`src/rtl/cardclk_pkg.sv`:
```
package cardclk_pkg;
    localparam int DIV_W    = 6;
    localparam int SRC_W    = 2;
    localparam int PH_W     = 2;
    localparam int CTRL_W   = 32;
    localparam int DIV_LSB  = 0;
    localparam int SRC_LSB  = DIV_LSB + DIV_W;
    localparam int CORE_LSB = SRC_LSB + SRC_W;
    localparam int TX_LSB   = CORE_LSB + PH_W;
    localparam int RX_LSB   = TX_LSB + PH_W;
    localparam logic [SRC_W-1:0] SRC_PLL = 2'd1;
    localparam logic [CTRL_W-1:0] CTRL_RESET = 32'h0000_023F;

    typedef enum logic [1:0] {
        ST_PARK  = 2'd0,
        ST_RUN   = 2'd1,
        ST_DRAIN = 2'd2
    } gen_state_e;

    typedef struct packed {
        logic [DIV_W-1:0] div;
        logic [SRC_W-1:0] src;
        logic [PH_W-1:0]  core;
        logic [PH_W-1:0]  tx;
        logic [PH_W-1:0]  rx;
    } clk_set_t;

    function automatic clk_set_t unpack_ctrl(input logic [CTRL_W-1:0] w);
        clk_set_t s;
        s.div  = w[DIV_LSB  +: DIV_W];
        s.src  = w[SRC_LSB  +: SRC_W];
        s.core = w[CORE_LSB +: PH_W];
        s.tx   = w[TX_LSB   +: PH_W];
        s.rx   = w[RX_LSB   +: PH_W];
        return s;
    endfunction
endpackage

```
`src/rtl/cardclk_ctrl_reg.sv`:
```
module cardclk_ctrl_reg
    import cardclk_pkg::*;
(
    input  logic              clk,
    input  logic              rst_n,
    input  logic              we,
    input  logic [CTRL_W-1:0] wdata,
    output logic [CTRL_W-1:0] rdata,
    output clk_set_t          fields
);
    always_ff @(posedge clk) begin
        if (!rst_n)
            rdata <= CTRL_RESET;
        else if (we)
            rdata <= wdata;
    end

    assign fields = unpack_ctrl(rdata);
endmodule

```
`src/rtl/cardclk_div.sv`:
```
module cardclk_div #(
    parameter int DIV_W = 6
) (
    input  logic             clk,
    input  logic             rst_n,
    input  logic             run,
    input  logic             sel_pll,
    input  logic             ref0_en,
    input  logic             ref1_en,
    input  logic [DIV_W-1:0] div,
    output logic             tick
);
    logic [DIV_W-1:0] cnt_q;
    logic             src_en;

    assign src_en = sel_pll ? ref1_en : ref0_en;
    assign tick   = run && src_en && (cnt_q == div - DIV_W'(1));

    always_ff @(posedge clk) begin
        if (!rst_n || !run)
            cnt_q <= '0;
        else if (src_en)
            cnt_q <= tick ? '0 : cnt_q + DIV_W'(1);
    end
endmodule

```
`src/rtl/cardclk_phase_fsm.sv`:
```
module cardclk_phase_fsm
    import cardclk_pkg::*;
(
    input  logic       clk,
    input  logic       rst_n,
    input  logic       hold_req,
    input  clk_set_t   reg_set,
    input  logic       tick,
    output gen_state_e state,
    output clk_set_t   act_set,
    output logic       card_clk,
    output logic       tx_stb,
    output logic       rx_stb
);
    gen_state_e      state_d;
    logic [PH_W-1:0] quad_q;
    logic [PH_W-1:0] quad_n;
    logic [PH_W-1:0] rel_n;
    logic            lvl_n;

    assign quad_n = quad_q + PH_W'(1);
    assign rel_n  = quad_n - act_set.core;
    assign lvl_n  = ~rel_n[PH_W-1];

    always_comb begin
        state_d = state;
        unique case (state)
            ST_PARK:  if (!hold_req && reg_set.div != '0) state_d = ST_RUN;
            ST_RUN:   if (hold_req) state_d = ST_DRAIN;
            ST_DRAIN: begin
                if (!hold_req)
                    state_d = ST_RUN;
                else if (tick && !lvl_n)
                    state_d = ST_PARK;
            end
            default:  state_d = ST_PARK;
        endcase
    end

    always_ff @(posedge clk) begin
        if (!rst_n)
            state <= ST_PARK;
        else
            state <= state_d;
    end

    always_ff @(posedge clk) begin
        if (!rst_n) begin
            act_set  <= unpack_ctrl(CTRL_RESET);
            quad_q   <= '0;
            card_clk <= 1'b0;
            tx_stb   <= 1'b0;
            rx_stb   <= 1'b0;
        end else if (state == ST_PARK) begin
            act_set  <= reg_set;
            card_clk <= 1'b0;
            tx_stb   <= 1'b0;
            rx_stb   <= 1'b0;
            if (state_d == ST_RUN)
                quad_q <= reg_set.core - PH_W'(1);
        end else if (tick) begin
            quad_q   <= quad_n;
            card_clk <= lvl_n;
            tx_stb   <= (quad_n == act_set.tx);
            rx_stb   <= (quad_n == act_set.rx);
        end else begin
            tx_stb   <= 1'b0;
            rx_stb   <= 1'b0;
        end
    end
endmodule

```
`src/rtl/cardclk_gen.sv`:
```
module cardclk_gen
    import cardclk_pkg::*;
(
    input  logic              clk,
    input  logic              rst_n,
    input  logic              ctrl_we,
    input  logic [CTRL_W-1:0] ctrl_wdata,
    output logic [CTRL_W-1:0] ctrl_rdata,
    input  logic              cfg_stop_clk,
    input  logic              cfg_clk_always_on,
    input  logic              xfer_active,
    input  logic              ref_xtal_en,
    input  logic              ref_pll_en,
    output logic              card_clk,
    output logic              tx_strobe,
    output logic              rx_strobe
);
    clk_set_t   reg_set;
    clk_set_t   act_set;
    gen_state_e st;
    logic       tick;
    logic       hold_req;

    assign hold_req = cfg_stop_clk | (~cfg_clk_always_on & ~xfer_active);

    cardclk_ctrl_reg u_reg (
        .clk    (clk),
        .rst_n  (rst_n),
        .we     (ctrl_we),
        .wdata  (ctrl_wdata),
        .rdata  (ctrl_rdata),
        .fields (reg_set)
    );

    cardclk_div #(.DIV_W(DIV_W)) u_div (
        .clk     (clk),
        .rst_n   (rst_n),
        .run     (st != ST_PARK),
        .sel_pll (act_set.src == SRC_PLL),
        .ref0_en (ref_xtal_en),
        .ref1_en (ref_pll_en),
        .div     (act_set.div),
        .tick    (tick)
    );

    cardclk_phase_fsm u_fsm (
        .clk      (clk),
        .rst_n    (rst_n),
        .hold_req (hold_req),
        .reg_set  (reg_set),
        .tick     (tick),
        .state    (st),
        .act_set  (act_set),
        .card_clk (card_clk),
        .tx_stb   (tx_strobe),
        .rx_stb   (rx_strobe)
    );
endmodule

```
`config.mk`:
```
export PLATFORM = sky130hd
export DESIGN_NAME = cardclk_gen
export DESIGN_NICKNAME = d
export VERILOG_FILES = /design/src/rtl/cardclk_pkg.sv /design/src/rtl/cardclk_ctrl_reg.sv /design/src/rtl/cardclk_div.sv /design/src/rtl/cardclk_phase_fsm.sv /design/src/rtl/cardclk_gen.sv
export SDC_FILE = /design/constraint.sdc
export NUM_CORES = 1
export LEC_CHECK = 0
export BUFFER_PORTS_ARGS = -buffer_cell sky130_fd_sc_hd__buf_2
export CAP_MARGIN = 40
export CORE_MARGIN = 2
export CORE_UTILIZATION = 40
export DETAILED_ROUTE_END_ITERATION = 10
export SETUP_SLACK_MARGIN = 0.1
export SLEW_MARGIN = 20
export SYNTH_ARGS = -nofsm -noshare
export SYNTH_HDL_FRONTEND = slang
export SYNTH_SLANG_ARGS = --single-unit
```
`constraint.sdc`:
```
create_clock -name clk -period 4.5 [get_ports clk]
set_input_delay 0.675 -clock clk [delete_from_list [all_inputs] [get_ports clk]]
set_output_delay 0.675 -clock clk [all_outputs]
set_load 0.01 [all_outputs]
```
==> reports/metrics.cfg <==
[outcome]
status=completed

[synth]
yosysWarnings=0
synth-seq-cells=59
async_flop_share_pct=0
postSynthCellCount=270
synth_area_sq_um=2540
synth_ff_type=dfxtp_1
synth.distinct_cells=42
synth_edf_count=0
synthTopCellsByArea=dfxtp_1, mux2i_1, nand2_1, nor2_1, xor2_1
synthTopCellsByCount=dfxtp_1, nand2_1, mux2i_1
ys_seq_area_share_pct=46.5
avgSynthCellArea_sq_um=9.41
yosysMostFrequentCell=dfxtp_1
yosysTopAreaCell=dfxtp_1
synthesis.nets=312
synth_top_area_share_pct=46.5

[grt]
grt_max_degree=34
antenna_found_initial=0
use_met1_pct=21.2
use_met3_pct=7.91
use_met2_pct=24.7
top_usage_layer=met2
grt_pass1_vias=2067
grt_use_total_pct=16.8
grt.overflow.total=0
grt_pass1_wl_mm=9.45

[cells_and_area]
final-seq-area_sq_um=1180
area_delta_synth_final_pct=24.1
drive_above_1_share_pct=30.0
final_area_sq_um=3150
final_cells=424
multiInputGateArea_sq_um=1260
nNetsFinal=385
nFillCells=622
antenna_cells=0

[sta]
setup_viol=0
finalHoldViolations=0
fin_worst_skew_ns=0.00685
min_period_ns=2.00
finalCritPeriodShare_pct=44.5
slew_headroom_pct=66.8
fin_tns_setup_ns=0
hold_slack_ns=0.458
rsz0062_at_grt=no
slew_viol_final=0
max_clock_freq_mhz=499
max_slew.worst_pin.slew_ns=0.497

[pwr]
finalPower_mw=1.18
p_sw_mw=0.311
leakagePower_nw=1.49
seq_power_share_pct=48.8
power_frac_comb_pct=12.8
netSwitchingFraction_pct=26.2
p_per_area_nw_per_um2=376
ir_drop_v=0.000232
internal_power_mw=0.874
clockPowerShare_pct=38.4

[clock_network]
cts-root-buf=clkbuf_8
post_cts_buffers=0
post_cts_resized=0
clockBufferDepth=2
clkLatencyLatePin_ns=0.34
cts_tree=done
cts_buffers=9
htreeDepth=3
postCtsHoldBufs=0
cts.clk_slew.worst_paths_ns=0.06
clkSinkCount=59

[route]
drc=0
wl_per_cell_um=12.9
wl_mm=5.49
vias=2091
drtPass1Iterations=4
drtAntennaViolNets=0
first_iter_violations=84
vias_per_cell=4.93

[worst_setup_path]
path_max_fanout=10
end_kind=register
worst-setup-path-type=register to register
worstPathRequired_ns=4.76
start_kind=register
cp_data_arrival_time_ns=2.27

[placement]
place_congestion=0.781
dp_hpwl_mm=3.88
placed_area_sq_um=2970
port_buffers=74
dp.cells=409

[die]
rows=29
die_w_um=83.7
core_sq_um=6240
initial_core_util_pct=40.7
io_pins=75
die_area_sq_um=7000
die_h_um=83.7

[worst_hold_path]
hold_class=register to register

[job]
drv_cap=0

-- worst max-delay path, cell delays in order (launching register included) --
cell and delay (ns):
dfxtp_1 0.39, inv_1 0.08, ha_1 0.26, o21ba_1 0.20, a221oi_2 0.29, a41oi_2 0.12
nor3_4 0.38, mux2i_1 0.22
-- cell families (layout without fill, tap and decap cells) --
kind of cell | count (synthesis) | after routing | synth area share, %
compound gates | 30 | 30 | 9.16
fa+ha+maj | 2 | 2 | 0.985
simple gates | 108 | 108 | 19.7
xor+xnor | 17 | 17 | 5.86
buf+inv | 19 | 96 | 3.84
flops | 59 | 59 | 46.5
mux | 35 | 35 | 14.0
-- state kept, by name (all words and copies together) (netlist names) --
register        cells
u_fsm.state         2
u_div.cnt_q         6
u_fsm.rx_stb        1
u_fsm.card_clk      1
u_fsm.tx_stb        1
u_fsm.act_set      14
u_reg.rdata        32
u_fsm.quad_q        2
-- per-stage QoR --
step | worst slack [ns] | util [%]
final | 2.50 | 50.5
after detailed placement | 2.50 | 47.6
after CTS | 2.47 | 50.5
after global routing | 2.32 | 50.5
after global placement | 2.48 | 47.0
after floorplan | 2.67 | -
-- path summary, 6_finish.rpt --
path / startpoint / to / slack [ns] / cells after the start
max: u_fsm.act_set[8] / u_fsm.card_clk / 2.50 / 7
min: u_fsm.act_set[4] / u_fsm.act_set[4] / 0.46 / 2
max reg2reg: u_fsm.act_set[8] / u_fsm.card_clk / 2.50 / 7
min reg2reg: u_fsm.act_set[4] / u_fsm.act_set[4] / 0.46 / 2
-- per-layer routing --
layer,vias to the layer above,part of all wire (%)
met5,-,0
met3,13,8.0
met2,68,43
met4,0,2.0
li1,1065,-
met1,945,47
-- power groups by stage --
stage	Sequential, mW	Clock (mW)	Combinational (mW)
3_3_place_gp	0.588	0	0.147
6_report	0.577	0.455	0.152
2_1_floorplan	0.589	0	0.0972
4_1_cts	0.578	0.471	0.154
5_1_grt	0.581	0.496	0.171
3_5_place_dp	0.589	0	0.153
-- layout by cell type (no fill, tap or decap), types with 2 or more instances in the layout --
| cell | count |
|---|---|
| o211ai_1 | 3 |
| and3_1 | 2 |
| a21oi_1 | 10 |
| ha_1 | 2 |
| nor2_1 | 31 |
| nand4_1 | 2 |
| o21ai_0 | 5 |
| nand3_1 | 11 |
| clkbuf_8 | 9 |
| nand3b_1 | 2 |
| clkinvlp_4 | 2 |
| xnor2_1 | 6 |
| clkinv_2 | 2 |
| dfxtp_1 | 59 |
| buf_2 | 74 |
| mux2i_1 | 34 |
| nand2_1 | 43 |
| inv_1 | 3 |
| nor3_1 | 7 |
| and3_2 | 2 |
| xor2_1 | 11 |
-- final cells by class --
type,instances,area share (%)
Clock inverter,5,1.75
Clock buffer,10,4.05
Timing Repair Buffer,77,13.2
Inverter,4,0.476
Tap cell,77,3.06
Sequential cell,59,37.5
Multi-Input combinational cell,192,40.0
Note: power is estimated with default switching activity, not from simulation.
